`src/rtl/aud_sp_pkg.sv`:
```
package aud_sp_pkg;

  typedef enum logic [1:0] {
    FMT_I2S  = 2'd0,
    FMT_RJ16 = 2'd1,
    FMT_RJ18 = 2'd2,
    FMT_RJ20 = 2'd3
  } fmt_e;

  // data width used by a right-justified code
  function automatic int rj_width(fmt_e f);
    case (f)
      FMT_RJ16: return 16;
      FMT_RJ18: return 18;
      FMT_RJ20: return 20;
      default:  return 0;
    endcase
  endfunction

  // Sample bit carried at slot position pos (0 = first bit of slot),
  // or -1 when that position is outside the data window.
  function automatic int slot_index(fmt_e f, int pos, int smp_w, int slot_w);
    int w;
    int start;
    w = rj_width(f);
    if (w > smp_w) w = smp_w;
    start = slot_w - w;
    if (f == FMT_I2S) begin
      if (pos >= 1 && pos <= smp_w) return smp_w - pos;
      return -1;
    end
    if (pos >= start && pos < slot_w) return smp_w - 1 - (pos - start);
    return -1;
  endfunction

endpackage

```
`src/rtl/aud_sp_clkgen.sv`:
```
module aud_sp_clkgen #(
  parameter int BCLK_DIV = 16,
  parameter int MCLK_DIV = 4,
  parameter int SLOT_W   = 32,
  localparam int FRAME   = BCLK_DIV * 2 * SLOT_W,
  localparam int CNT_W   = $clog2(FRAME)
) (
  input  logic             clk,
  input  logic             rst_n,
  output logic [CNT_W-1:0] cnt_q,
  output logic [CNT_W-1:0] cnt_nxt,
  output logic             frame_last,
  output logic             mclk,
  output logic             bclk,
  output logic             wsel
);
  localparam int PH_W = $clog2(BCLK_DIV);
  localparam int MC_B = $clog2(MCLK_DIV) - 1;

  assign frame_last = (cnt_q == CNT_W'(FRAME - 1));
  assign cnt_nxt    = frame_last ? '0 : cnt_q + CNT_W'(1);

  // every output is registered from the next count so all move together
  always_ff @(posedge clk or negedge rst_n) begin
    if (!rst_n) begin
      cnt_q <= '0;
      mclk  <= 1'b0;
      bclk  <= 1'b0;
      wsel  <= 1'b0;
    end else begin
      cnt_q <= cnt_nxt;
      mclk  <= cnt_nxt[MC_B];
      bclk  <= cnt_nxt[PH_W-1];
      wsel  <= cnt_nxt[CNT_W-1];
    end
  end

  // bit clock rises in the middle of a bit period
  p_bclk_mid_r3: assert property (@(posedge clk) disable iff (!rst_n)
    $rose(bclk) |-> cnt_q[PH_W-1:0] == PH_W'(BCLK_DIV / 2));

  // word select moves only at the start of a bit period
  p_ws_bit_start_r4: assert property (@(posedge clk) disable iff (!rst_n)
    !$stable(wsel) |-> cnt_q[PH_W-1:0] == '0);

  // master clock rises half way through its period
  p_mclk_phase_r2: assert property (@(posedge clk) disable iff (!rst_n)
    $rose(mclk) |-> cnt_q[MC_B:0] == (MC_B+1)'(MCLK_DIV / 2));

endmodule

```
`src/rtl/aud_sp_tx.sv`:
```
module aud_sp_tx
  import aud_sp_pkg::*;
#(
  parameter int SAMPLE_W = 20,
  parameter int SLOT_W   = 32,
  localparam int BIT_W   = $clog2(2 * SLOT_W)
) (
  input  logic                clk,
  input  logic                rst_n,
  input  logic                frame_last,
  input  logic [BIT_W-1:0]    bitpos_nxt,
  input  fmt_e                fmt_nxt,
  input  logic                bclk,
  input  logic                wsel,
  input  logic [SAMPLE_W-1:0] left_i,
  input  logic [SAMPLE_W-1:0] right_i,
  output logic                sdo
);
  localparam int IW = $clog2(SAMPLE_W);

  logic [SAMPLE_W-1:0] hold_l, hold_r;
  logic [SAMPLE_W-1:0] nxt_l, nxt_r;
  logic                bit_nxt;
  int                  idx;

  // samples for the coming frame are taken on its last clock
  assign nxt_l = frame_last ? left_i  : hold_l;
  assign nxt_r = frame_last ? right_i : hold_r;

  always_comb begin
    idx = slot_index(fmt_nxt, int'(bitpos_nxt[BIT_W-2:0]), SAMPLE_W, SLOT_W);
    if (idx < 0)
      bit_nxt = 1'b0;
    else if (bitpos_nxt[BIT_W-1])
      bit_nxt = nxt_r[IW'(idx)];
    else
      bit_nxt = nxt_l[IW'(idx)];
  end

  always_ff @(posedge clk or negedge rst_n) begin
    if (!rst_n) begin
      hold_l <= '0;
      hold_r <= '0;
      sdo    <= 1'b0;
    end else begin
      hold_l <= nxt_l;
      hold_r <= nxt_r;
      sdo    <= bit_nxt;
    end
  end

  // data is steady across each rising bit clock
  p_sdo_stable_r4: assert property (@(posedge clk) disable iff (!rst_n)
    $rose(bclk) |-> $stable(sdo));

  generate
    if (SLOT_W > SAMPLE_W) begin : g_lead
      // the first bit of every slot is outside both windows
      p_slot_lead_zero_r7: assert property (@(posedge clk) disable iff (!rst_n)
        !$stable(wsel) |-> sdo == 1'b0);
    end
  endgenerate

endmodule

```
`src/rtl/aud_sp_rx.sv`:
```
module aud_sp_rx
  import aud_sp_pkg::*;
#(
  parameter int SAMPLE_W = 20,
  parameter int SLOT_W   = 32,
  parameter int BCLK_DIV = 16,
  localparam int CNT_W   = $clog2(BCLK_DIV * 2 * SLOT_W)
) (
  input  logic                clk,
  input  logic                rst_n,
  input  logic                frame_last,
  input  logic [CNT_W-1:0]    cnt_q,
  input  fmt_e                fmt_q,
  input  logic                sdi,
  output logic [SAMPLE_W-1:0] rx_left,
  output logic [SAMPLE_W-1:0] rx_right,
  output logic                rx_valid
);
  localparam int PH_W = $clog2(BCLK_DIV);
  localparam int IW   = $clog2(SAMPLE_W);

  logic [SAMPLE_W-1:0] acc_l, acc_r;
  logic                take;
  int                  idx;

  // the edge ending this clock is the one that raises the bit clock
  assign take = (cnt_q[PH_W-1:0] == PH_W'(BCLK_DIV / 2 - 1));

  always_comb
    idx = slot_index(fmt_q, int'(cnt_q[CNT_W-2:PH_W]), SAMPLE_W, SLOT_W);

  always_ff @(posedge clk or negedge rst_n) begin
    if (!rst_n) begin
      acc_l    <= '0;
      acc_r    <= '0;
      rx_left  <= '0;
      rx_right <= '0;
      rx_valid <= 1'b0;
    end else begin
      rx_valid <= frame_last;
      if (frame_last) begin
        rx_left  <= acc_l;
        rx_right <= acc_r;
        acc_l    <= '0;
        acc_r    <= '0;
      end else if (take && idx >= 0) begin
        if (cnt_q[CNT_W-1]) acc_r[IW'(idx)] <= sdi;
        else                acc_l[IW'(idx)] <= sdi;
      end
    end
  end

  p_valid_pulse_r9: assert property (@(posedge clk) disable iff (!rst_n)
    rx_valid |=> !rx_valid);

  p_rx_hold_r9: assert property (@(posedge clk) disable iff (!rst_n)
    !rx_valid |-> ($stable(rx_left) && $stable(rx_right)));

endmodule

```
`src/rtl/aud_serial_port.sv`:
```
module aud_serial_port
  import aud_sp_pkg::*;
#(
  parameter int SAMPLE_W = 20,
  parameter int SLOT_W   = 32,
  parameter int BCLK_DIV = 16,
  parameter int MCLK_DIV = 4,
  parameter int N_TX     = 2
) (
  input  logic                     clk,
  input  logic                     rst_n,
  input  logic [1:0]               fmt_sel,
  input  logic [N_TX*SAMPLE_W-1:0] tx_left,
  input  logic [N_TX*SAMPLE_W-1:0] tx_right,
  input  logic                     sdi,
  output logic                     mclk,
  output logic                     bclk,
  output logic                     wsel,
  output logic [N_TX-1:0]          sdo,
  output logic [SAMPLE_W-1:0]      rx_left,
  output logic [SAMPLE_W-1:0]      rx_right,
  output logic                     rx_valid
);
  localparam int FRAME = BCLK_DIV * 2 * SLOT_W;
  localparam int CNT_W = $clog2(FRAME);
  localparam int PH_W  = $clog2(BCLK_DIV);

  logic [CNT_W-1:0] cnt_q, cnt_nxt;
  logic             frame_last;
  fmt_e             fmt_q, fmt_nxt;

  aud_sp_clkgen #(
    .BCLK_DIV(BCLK_DIV), .MCLK_DIV(MCLK_DIV), .SLOT_W(SLOT_W)
  ) u_clk (
    .clk(clk), .rst_n(rst_n), .cnt_q(cnt_q), .cnt_nxt(cnt_nxt),
    .frame_last(frame_last), .mclk(mclk), .bclk(bclk), .wsel(wsel)
  );

  // placement code is frozen for a whole frame
  assign fmt_nxt = frame_last ? fmt_e'(fmt_sel) : fmt_q;

  always_ff @(posedge clk or negedge rst_n) begin
    if (!rst_n) fmt_q <= FMT_I2S;
    else        fmt_q <= fmt_nxt;
  end

  generate
    for (genvar k = 0; k < N_TX; k++) begin : g_line
      aud_sp_tx #(.SAMPLE_W(SAMPLE_W), .SLOT_W(SLOT_W)) u_tx (
        .clk(clk), .rst_n(rst_n), .frame_last(frame_last),
        .bitpos_nxt(cnt_nxt[CNT_W-1:PH_W]), .fmt_nxt(fmt_nxt),
        .bclk(bclk), .wsel(wsel),
        .left_i(tx_left[k*SAMPLE_W +: SAMPLE_W]),
        .right_i(tx_right[k*SAMPLE_W +: SAMPLE_W]),
        .sdo(sdo[k])
      );
    end
  endgenerate

  aud_sp_rx #(.SAMPLE_W(SAMPLE_W), .SLOT_W(SLOT_W), .BCLK_DIV(BCLK_DIV)) u_rx (
    .clk(clk), .rst_n(rst_n), .frame_last(frame_last), .cnt_q(cnt_q),
    .fmt_q(fmt_q), .sdi(sdi), .rx_left(rx_left), .rx_right(rx_right),
    .rx_valid(rx_valid)
  );

endmodule

```
`config.mk`:
```
export PLATFORM = sky130hd
export DESIGN_NAME = aud_serial_port
export DESIGN_NICKNAME = d
export VERILOG_FILES = /design/src/rtl/aud_sp_pkg.sv /design/src/rtl/aud_sp_clkgen.sv /design/src/rtl/aud_sp_tx.sv /design/src/rtl/aud_sp_rx.sv /design/src/rtl/aud_serial_port.sv
export SDC_FILE = /design/constraint.sdc
export NUM_CORES = 1
export LEC_CHECK = 0
export ABC_CLOCK_PERIOD_IN_PS = 6650
export BUFFER_PORTS_ARGS = -buffer_cell sky130_fd_sc_hd__buf_2
export CORE_AREA = 3 3 131 133
export DETAILED_ROUTE_END_ITERATION = 6
export DIE_AREA = 0 0 134 136
export PLACE_DENSITY = 0.78
export SLEW_MARGIN = 15
export SYNTH_ARGS = -nofsm -noshare
export SYNTH_HDL_FRONTEND = slang
export SYNTH_SLANG_ARGS = --single-unit
export TNS_END_PERCENT = 1
```
`constraint.sdc`:
```
create_clock -name clk -period 6.65 [get_ports clk]
set_clock_uncertainty 0.05 [all_clocks]
set_input_delay 0.3325 -clock clk [delete_from_list [all_inputs] [get_ports clk]]
set_output_delay 0.3325 -clock clk [all_outputs]
set_load 0.05 [all_outputs]
```
Word-level counts from Yosys, hierarchy flattened
Cells that the tools add are included.
{"block": "op_classes", "add_sub_neg": 9, "mul": 0, "n_div": 0, "order_cmp": 13, "eq_ne": 9, "shift": 0, "n_mux": 58, "n_bitwise": 0, "reduce_logical": 10}
{"cell": "32-bit 2-to-1 mux", "n": 12}
{"cell": "20-bit 2-to-1 mux", "n": 10}
{"cell": "6-bit by 32-bit greater-or-equal comparator with 1-bit output", "n": 2}
{"cell": "6-bit by 32-bit subtractor with 32-bit output", "n": 2}
{"cell": "6-bit by 32-bit subtractor with 32-bit output, first input constant", "n": 2}
{"cell": "20-bit bitwise mux", "n": 2}
{"cell": "32-bit by 1-bit greater-or-equal comparator with 1-bit output, second input constant", "n": 1}
{"cell": "32-bit by 1-bit less-than comparator with 1-bit output, second input constant", "n": 1}
{"cell": "5-bit one-hot mux with 3 select lines", "n": 2}
{"cell": "1-bit 2-to-1 mux", "n": 23}
{"cell": "1-bit binary-select mux with 5-bit select", "n": 4}
{"cell": "5-bit by 1-bit greater-or-equal comparator with 1-bit output, second input constant", "n": 3}
{"cell": "5-bit by 7-bit less-than comparator with 1-bit output, second input constant", "n": 2}
{"cell": "6-bit by 5-bit subtractor with 7-bit output, first input constant", "n": 2}
{"cell": "5-bit by 5-bit subtractor with 6-bit output, first input constant", "n": 2}
{"cell": "10-bit by 1-bit adder with 10-bit output, second input constant", "n": 1}
{"cell": "10-bit equality test, second input constant", "n": 1}
{"cell": "5-bit greater-than comparator, second input constant", "n": 2}
{"cell": "5-bit <= comparator, second input constant", "n": 2}
{"cell": "10-bit 2-to-1 mux", "n": 1}
{"cell": "5-bit 2-to-1 mux", "n": 2}
{"cell": "2-bit equality test, second input constant", "n": 4}
{"cell": "1-bit demux with 5-bit select", "n": 1}
{"cell": "2-bit by 1-bit equality test with 1-bit output, second input constant", "n": 2}
{"cell": "7 further kinds", "n": 13}
{"block": "totals", "regBits": 178, "latchBits": 0, "ramBits": 0, "mem_bits_ro": 0, "inputBits": 85, "mem_count": 0}

Logic depth before layout (Yosys ltp)
{"block": "depth", "ltp_word": 18, "ltp_mapped": 25, "ltp_nobuf": 18}

By module
Synthesis repeated with hierarchy kept, for this count alone.
{"block": "unflattened", "cells_unflattened": 801, "area_unflattened_um2": 9521.6}
{"module": "aud_sp_rx", "n_inst": 1, "cells_each": 340, "area_each_um2": 4156.5, "seq_area_each_um2": 2026.9}
{"module": "aud_sp_tx at g_line[0].u_tx", "n_inst": 1, "cells_each": 208, "area_each_um2": 2422.3, "seq_area_each_um2": 1026.0}
{"module": "aud_sp_tx at g_line[1].u_tx", "n_inst": 1, "cells_each": 204, "area_each_um2": 2374.8, "seq_area_each_um2": 1026.0}
{"module": "aud_sp_clkgen", "n_inst": 1, "cells_each": 45, "area_each_um2": 495.5, "seq_area_each_um2": 250.2}
{"module": "aud_serial_port", "n_inst": 1, "cells_each": 4, "area_each_um2": 72.6, "seq_area_each_um2": 50.0}

Worst setup path after synthesis
No wires, ideal clock.
{"block": "synth_timing", "path_type": "reg2reg", "startpoint": "reg u_clk.cnt_q[1]", "endpoint": "reg g_line[0].u_tx.sdo", "setup_time_ps": 82, "arrival_ps": 5352, "required_ps": 6518, "setup_slack_ps": 1166, "path_stages_with_launch": 24, "path_buffers": 6, "path_cell_list": "dfrtp_1 ha_1 and4_4 nand2_4 inv_2 buf_1 clkbuf_1 clkbuf_1 clkbuf_1 nand2_1 nand2_1 inv_1 ha_1 o21a_1 o21ai_0 a221o_1 or2_0 buf_2 o22a_1 buf_6 a2111oi_2 a211oi_1 or4_1 o22ai_1"}
{"block": "synth_between", "elab_chain_cells": 17, "elab_cells_between_ends": 41}
{"element": "start: declaration", "line_no": "aud_sp_clkgen.sv:10", "rtl": "output logic [CNT_W-1:0] cnt_q,"}
{"element": "start signal: assignment", "line_no": "aud_sp_clkgen.sv:31", "rtl": "cnt_q <= cnt_nxt;"}
{"element": "10-bit equality test", "line_no": "aud_sp_clkgen.sv:20", "rtl": "assign frame_last = (cnt_q == CNT_W'(FRAME - 1));"}
{"element": "2-bit 2-to-1 mux", "line_no": "aud_serial_port.sv:40", "rtl": "assign fmt_nxt = frame_last ? fmt_e'(fmt_sel) : fmt_q;"}
{"element": "2-bit equality test / 2-bit by 1-bit equality test with 1-bit output (equally long branches)", "line_no": "aud_sp_pkg.sv:12", "rtl": "case (f)"}
{"element": "5-bit one-hot mux with 3 select lines", "line_no": "aud_sp_pkg.sv:12"}
{"element": "5-bit greater-than comparator", "line_no": "aud_sp_pkg.sv:26", "rtl": "if (w > smp_w) w = smp_w;"}
{"element": "5-bit 2-to-1 mux", "line_no": "aud_sp_pkg.sv:26"}
{"element": "6-bit by 5-bit subtractor with 7-bit output", "line_no": "aud_sp_pkg.sv:27", "rtl": "start = slot_w - w;"}
{"element": "6-bit by 32-bit subtractor with 32-bit output / 6-bit by 32-bit greater-or-equal comparator with 1-bit output (equally long branches)", "line_no": "aud_sp_pkg.sv:32", "rtl": "if (pos >= start && pos < slot_w) return smp_w - 1 - (pos - start);"}
{"element": "6-bit by 32-bit subtractor with 32-bit output / 1-bit 2-to-1 mux (equally long branches)", "line_no": "aud_sp_pkg.sv:32"}
{"element": "32-bit 2-to-1 mux / 1-bit 2-to-1 mux (equally long branches)", "line_no": "aud_sp_pkg.sv:32"}
{"element": "32-bit 2-to-1 mux", "line_no": "aud_sp_pkg.sv:33", "rtl": "return -1;"}
{"element": "32-bit 2-to-1 mux", "line_no": "aud_sp_pkg.sv:32"}
{"element": "1-bit binary-select mux with 5-bit select (on tied branches)", "line_no": "aud_sp_tx.sv:37, aud_sp_tx.sv:35"}
{"element": "1-bit 2-to-1 mux (on tied branches) (2 in series)", "line_no": "aud_sp_tx.sv:37, aud_sp_tx.sv:35"}
{"element": "1-bit 2-to-1 mux", "line_no": "aud_sp_tx.sv:34", "rtl": "else if (bitpos_nxt[BIT_W-1])"}
{"element": "1-bit 2-to-1 mux *", "line_no": "aud_sp_tx.sv:32", "rtl": "if (idx < 0)"}
{"element": "net g_line[0].u_tx.bit_nxt", "line_no": "aud_sp_tx.sv:23", "rtl": "logic bit_nxt;"}
{"element": "end signal: assignment", "line_no": "aud_sp_tx.sv:48", "rtl": "sdo <= bit_nxt;"}
{"element": "end: declaration", "line_no": "aud_sp_tx.sv:17", "rtl": "output logic sdo"}
The timed path passes the listed nets; every way through them passes the cells marked *. The select of a mux whose other input is x is not followed.
A chain may end at the register's enable or synchronous reset.

Worst setup path after layout
{"block": "layout_timing", "startpoint": "reg u_clk.cnt_q[4]", "endpoint": "reg g_line[1].u_tx.sdo"}
{"block": "layout_between", "elab_chain_cells": 17, "elab_cells_between_ends": 41}
{"element": "10-bit equality test", "line_no": "aud_sp_clkgen.sv:20"}
{"element": "2-bit 2-to-1 mux", "line_no": "aud_serial_port.sv:40"}
{"element": "2-bit equality test / 2-bit by 1-bit equality test with 1-bit output (equally long branches)", "line_no": "aud_sp_pkg.sv:12"}
{"element": "5-bit one-hot mux with 3 select lines", "line_no": "aud_sp_pkg.sv:12"}
{"element": "5-bit greater-than comparator", "line_no": "aud_sp_pkg.sv:26"}
{"element": "5-bit 2-to-1 mux", "line_no": "aud_sp_pkg.sv:26"}
{"element": "6-bit by 5-bit subtractor with 7-bit output", "line_no": "aud_sp_pkg.sv:27"}
{"element": "6-bit by 32-bit subtractor with 32-bit output / 6-bit by 32-bit greater-or-equal comparator with 1-bit output (equally long branches)", "line_no": "aud_sp_pkg.sv:32"}
{"element": "6-bit by 32-bit subtractor with 32-bit output / 1-bit 2-to-1 mux (equally long branches)", "line_no": "aud_sp_pkg.sv:32"}
{"element": "32-bit 2-to-1 mux / 1-bit 2-to-1 mux (equally long branches)", "line_no": "aud_sp_pkg.sv:32"}
{"element": "32-bit 2-to-1 mux", "line_no": "aud_sp_pkg.sv:33"}
{"element": "32-bit 2-to-1 mux", "line_no": "aud_sp_pkg.sv:32"}
{"element": "1-bit binary-select mux with 5-bit select (on tied branches)", "line_no": "aud_sp_tx.sv:37, aud_sp_tx.sv:35"}
{"element": "1-bit 2-to-1 mux (on tied branches) (2 in series)", "line_no": "aud_sp_tx.sv:37, aud_sp_tx.sv:35"}
{"element": "1-bit 2-to-1 mux", "line_no": "aud_sp_tx.sv:34"}
{"element": "1-bit 2-to-1 mux *", "line_no": "aud_sp_tx.sv:32"}
{"element": "net g_line[1].u_tx.bit_nxt", "line_no": "aud_sp_tx.sv:23"}
{"element": "end signal: assignment", "line_no": "aud_sp_tx.sv:48"}
{"element": "end: declaration", "line_no": "aud_sp_tx.sv:17"}
Marked as above.

==> metrics.yaml <==
power:
  total_power_uw: 2040
  irDropWorstVdd_v: 0.000184
  leakage_uw: 0.00478
  p_per_area_nw_per_um2: 198
global_routing:
  grt_overflow_total: 0
  grt_max_degree: 97
  first_global_vias: 7372
  grt_pass1_wl_mm: 35.9
  antenna_found_initial: 0
  grt_usage_pct: 24.3
final_layout:
  stdcell_area_um2: 10300
  nets: 1213
  most-common-layout-cells: "343 x nand2_1, 175 x dfrtp_1, 129 x buf_2"
  final_common_cell: "nand2_1"
  syn_to_final_growth_pct: 14.1
  drive_gt1_share_pct: 17.3
  fill_cells: 1370
  diodes: 0
drt:
  postRouteAntennaNets: 0
  wl_mm: 21.7
  drc: 0
  wl_per_cell_um: 16.3
  via_count: 7658
  drt_iter0_drc: 671
  via_per_inst: 5.76
  first_pass_iters: 5
sta:
  slew_violations: 0
  slew_headroom_pct: 18.2
  setup_violations: 0
  worst_slew_pin_slew_ns: 1.23
  hold_viol: 0
  min_period_over_period_pct: 75.9
  max_freq_ghz: 0.198
  tns_ns: 0
  finalCriticalPeriod_ns: 5.05
  rsz0062_at_grt: "false"
floorplan:
  die_y_um: 136
  core_area_um2: 15900
  rows: 46
  initial_core_util_pct: 56.5
  top_level_ports: 131
  die_area_um2: 18200
  die_w_um: 134
synthesis:
  synth-edff-count: 0
  syn_area_um2: 9000
  ys_ff_latch: 175
  synth_compound_area_share_pct: 18.3
  synth_xor_area_share_pct: 1.35
  synth_flop_cell: "dfrtp_1"
  muxShareOfSynthArea_pct: 2.38
  synth_simple_gate_area_share_pct: 20.2
  yosys_warnings: 0
  synth.distinct_cells: 68
  synth_top_family_by_area: "simple AND/OR/NAND/NOR gates"
  syn_area_per_cell_um2: 8.95
  yosysSeqAreaShare_pct: 48.6
  synth_fa_ha_area_share_pct: 4.17
  async_reset_ff_share_pct: 100
  syn-num-nets: 1119
  synthCells: 1006
flow_run:
  drv_cap: 0
critical_path:
  path_cells: "ha_1 > and4_4 > nand2_4 > clkinv_2 > nand2_1 > nand2_1 > inv_1 > nor2_1 > ha_1 > inv_1 > a2111o_1 > a31oi_1 > or2_0 > o22a_1 > o221ai_1 > o211a_1 > or4_1 > o22ai_1"
  cp-start-kind: "register"
  crit_required_ns: 6.95
  cp-end-kind: "register"
  crit_fanout: 29
  r2r-start: "u_clk.cnt_q[4]$_DFF_PN0_"
  cp_slowest_stage_delay_ns: 0.64
  worstSetupPathType: "reg2reg"
  slowest_stage: "o22a_1"
  path_delay_family: "compound AO/OA/AOI/OAI gates"
  crit_start: "u_clk.cnt_q[4]$_DFF_PN0_"
  crit_buf_inv: 3
  cp.arrival_ns: 5.35
status:
  status: "complete, no violations"
cts:
  cts_tree: "yes"
  clock_sinks: 175
  clk_pin_slew_ns: 0.07
  h-tree-depth: 4
  clockBufferDepth: 2
  cts_resized: 0
  numCtsBuffers: 17
  insertion_delay_ns: 0.43
  root_buffer: "clkbuf_16"
placement:
  place_area_um2: 9710
  dp_hpwl_mm: 15.0
  port_buffers: 130
  place_congestion: 0.916
worst_hold_path:
  hold_start: "tx_right[2]"
  hold_class: "in2reg"
[logic make-up (layout without fill, tap and decap cells)]
logic type | Yosys count | after routing
flip-flops | 175 | 175
buffers and inverters | 108 | 215
multiplexers | 21 | 21
AO/OA/AOI/OAI | 223 | 223
adder cells (fa/ha/maj) | 29 | 29
AND/OR/NAND/NOR | 437 | 437
XOR/XNOR | 13 | 13
[routing by layer]
metal  up-vias  GRT usage [%]  part of all wire (%)
met5         -              0                     0
met4         0           10.8                   3.3
met2       281           39.3                    47
met1      3648           32.6                    44
li1       3675              -                     -
met3        54           3.89                   5.9
[synth_stat cells, drive strengths merged, types with 3 or more instances]
cell | n | area share, %
a2111oi | 4 | 0.81
a211o | 21 | 2.0
a211oi | 25 | 2.1
a21oi | 11 | 0.69
a22o | 3 | 0.29
a22oi | 3 | 0.25
a31oi | 20 | 1.4
and2 | 10 | 0.69
and4 | 3 | 0.32
buf | 25 | 1.5
clkbuf | 40 | 1.7
dfrtp | 175 | 49
ha | 26 | 3.6
inv | 43 | 1.8
mux2 | 3 | 0.38
mux2i | 18 | 2.0
nand2 | 344 | 14
nand2b | 4 | 0.28
nand3 | 29 | 1.6
nand4 | 7 | 0.49
nor2 | 15 | 0.63
nor2b | 4 | 0.28
nor3 | 8 | 0.50
o2111ai | 11 | 1.1
o211a | 4 | 0.44
o211ai | 33 | 2.8
o21a | 6 | 0.50
o21ai | 44 | 2.6
o221ai | 4 | 0.39
o22ai | 21 | 1.5
or3 | 4 | 0.28
xnor2 | 9 | 0.88
xor2 | 4 | 0.47
[worst min-delay path: stages]
cell and delay, ns:
buf_2 0.08, nand2_1 0.04, nand2_1 0.06
[sequential cells by signal, indices dropped and copies added, names as in the netlist]
signal / cells
u_clk.cnt_q: 10
u_rx.acc_l: 20
u_rx.rx_valid: 1
fmt_q: 2
u_rx.rx_right: 20
u_rx.acc_r: 20
u_rx.rx_left: 20
g_line.u_tx.sdo: 2
g_line.u_tx.hold_r: 40
g_line.u_tx.hold_l: 40
[what timing repair did]
action	in CTS	in global routing
hold buffers	1	0
endpoints found under the hold margin	95	0
setup buffers	0	0
[metrics by stage]
step	std cells	util, %	worst slack [ns]	hold WS [ns]
4_1_cts	1329	64.4	1.64	0.0558
3_5_place_dp	1296	60.9	1.66	0.397
2_1_floorplan	1006	-	1.17	-0.0131
3_3_place_gp	1296	60.9	1.91	0.398
6_report	1329	64.4	1.60	0.0677
5_1_grt	1329	64.4	1.18	0.0754
[report_power, final]
group / internal [uW] / switching (uW)
clock: 500 / 425
sequential: 1060 / 0
combinational: 18.7 / 27.6
[cell type report]
type / count / area [um^2] / area share, %
clock buffer: 21 / 460 / 4.48
clock inverter: 11 / 82.6 / 0.804
inverter: 43 / 163 / 1.58
multi-input combinational: 723 / 4180 / 40.7
sequential: 175 / 4380 / 42.6
tap: 216 / 270 / 2.63
timing repair buffer: 140 / 734 / 7.15
[worst paths after layout]
check | slack [ns] | cells after the start | to
worst max register to register | 1.60 | 18 | g_line[1].u_tx.sdo$_DFF_PN0_
worst max-delay path | 1.60 | 18 | g_line[1].u_tx.sdo$_DFF_PN0_
worst min register to register | 0.41 | 2 | u_rx.rx_left[18]$_DFFE_PN0N_
worst min-delay path | 0.07 | 3 | g_line[0].u_tx.hold_r[2]$_DFF_PN0_
max in group asynchronous | 4.58 | 3 | u_rx.rx_right[17]$_DFFE_PN0N_
min in group asynchronous | 0.49 | 2 | u_rx.acc_r[1]$_DFFE_PN0P_
No activity file was read; power rests on OpenSTA's default activity.
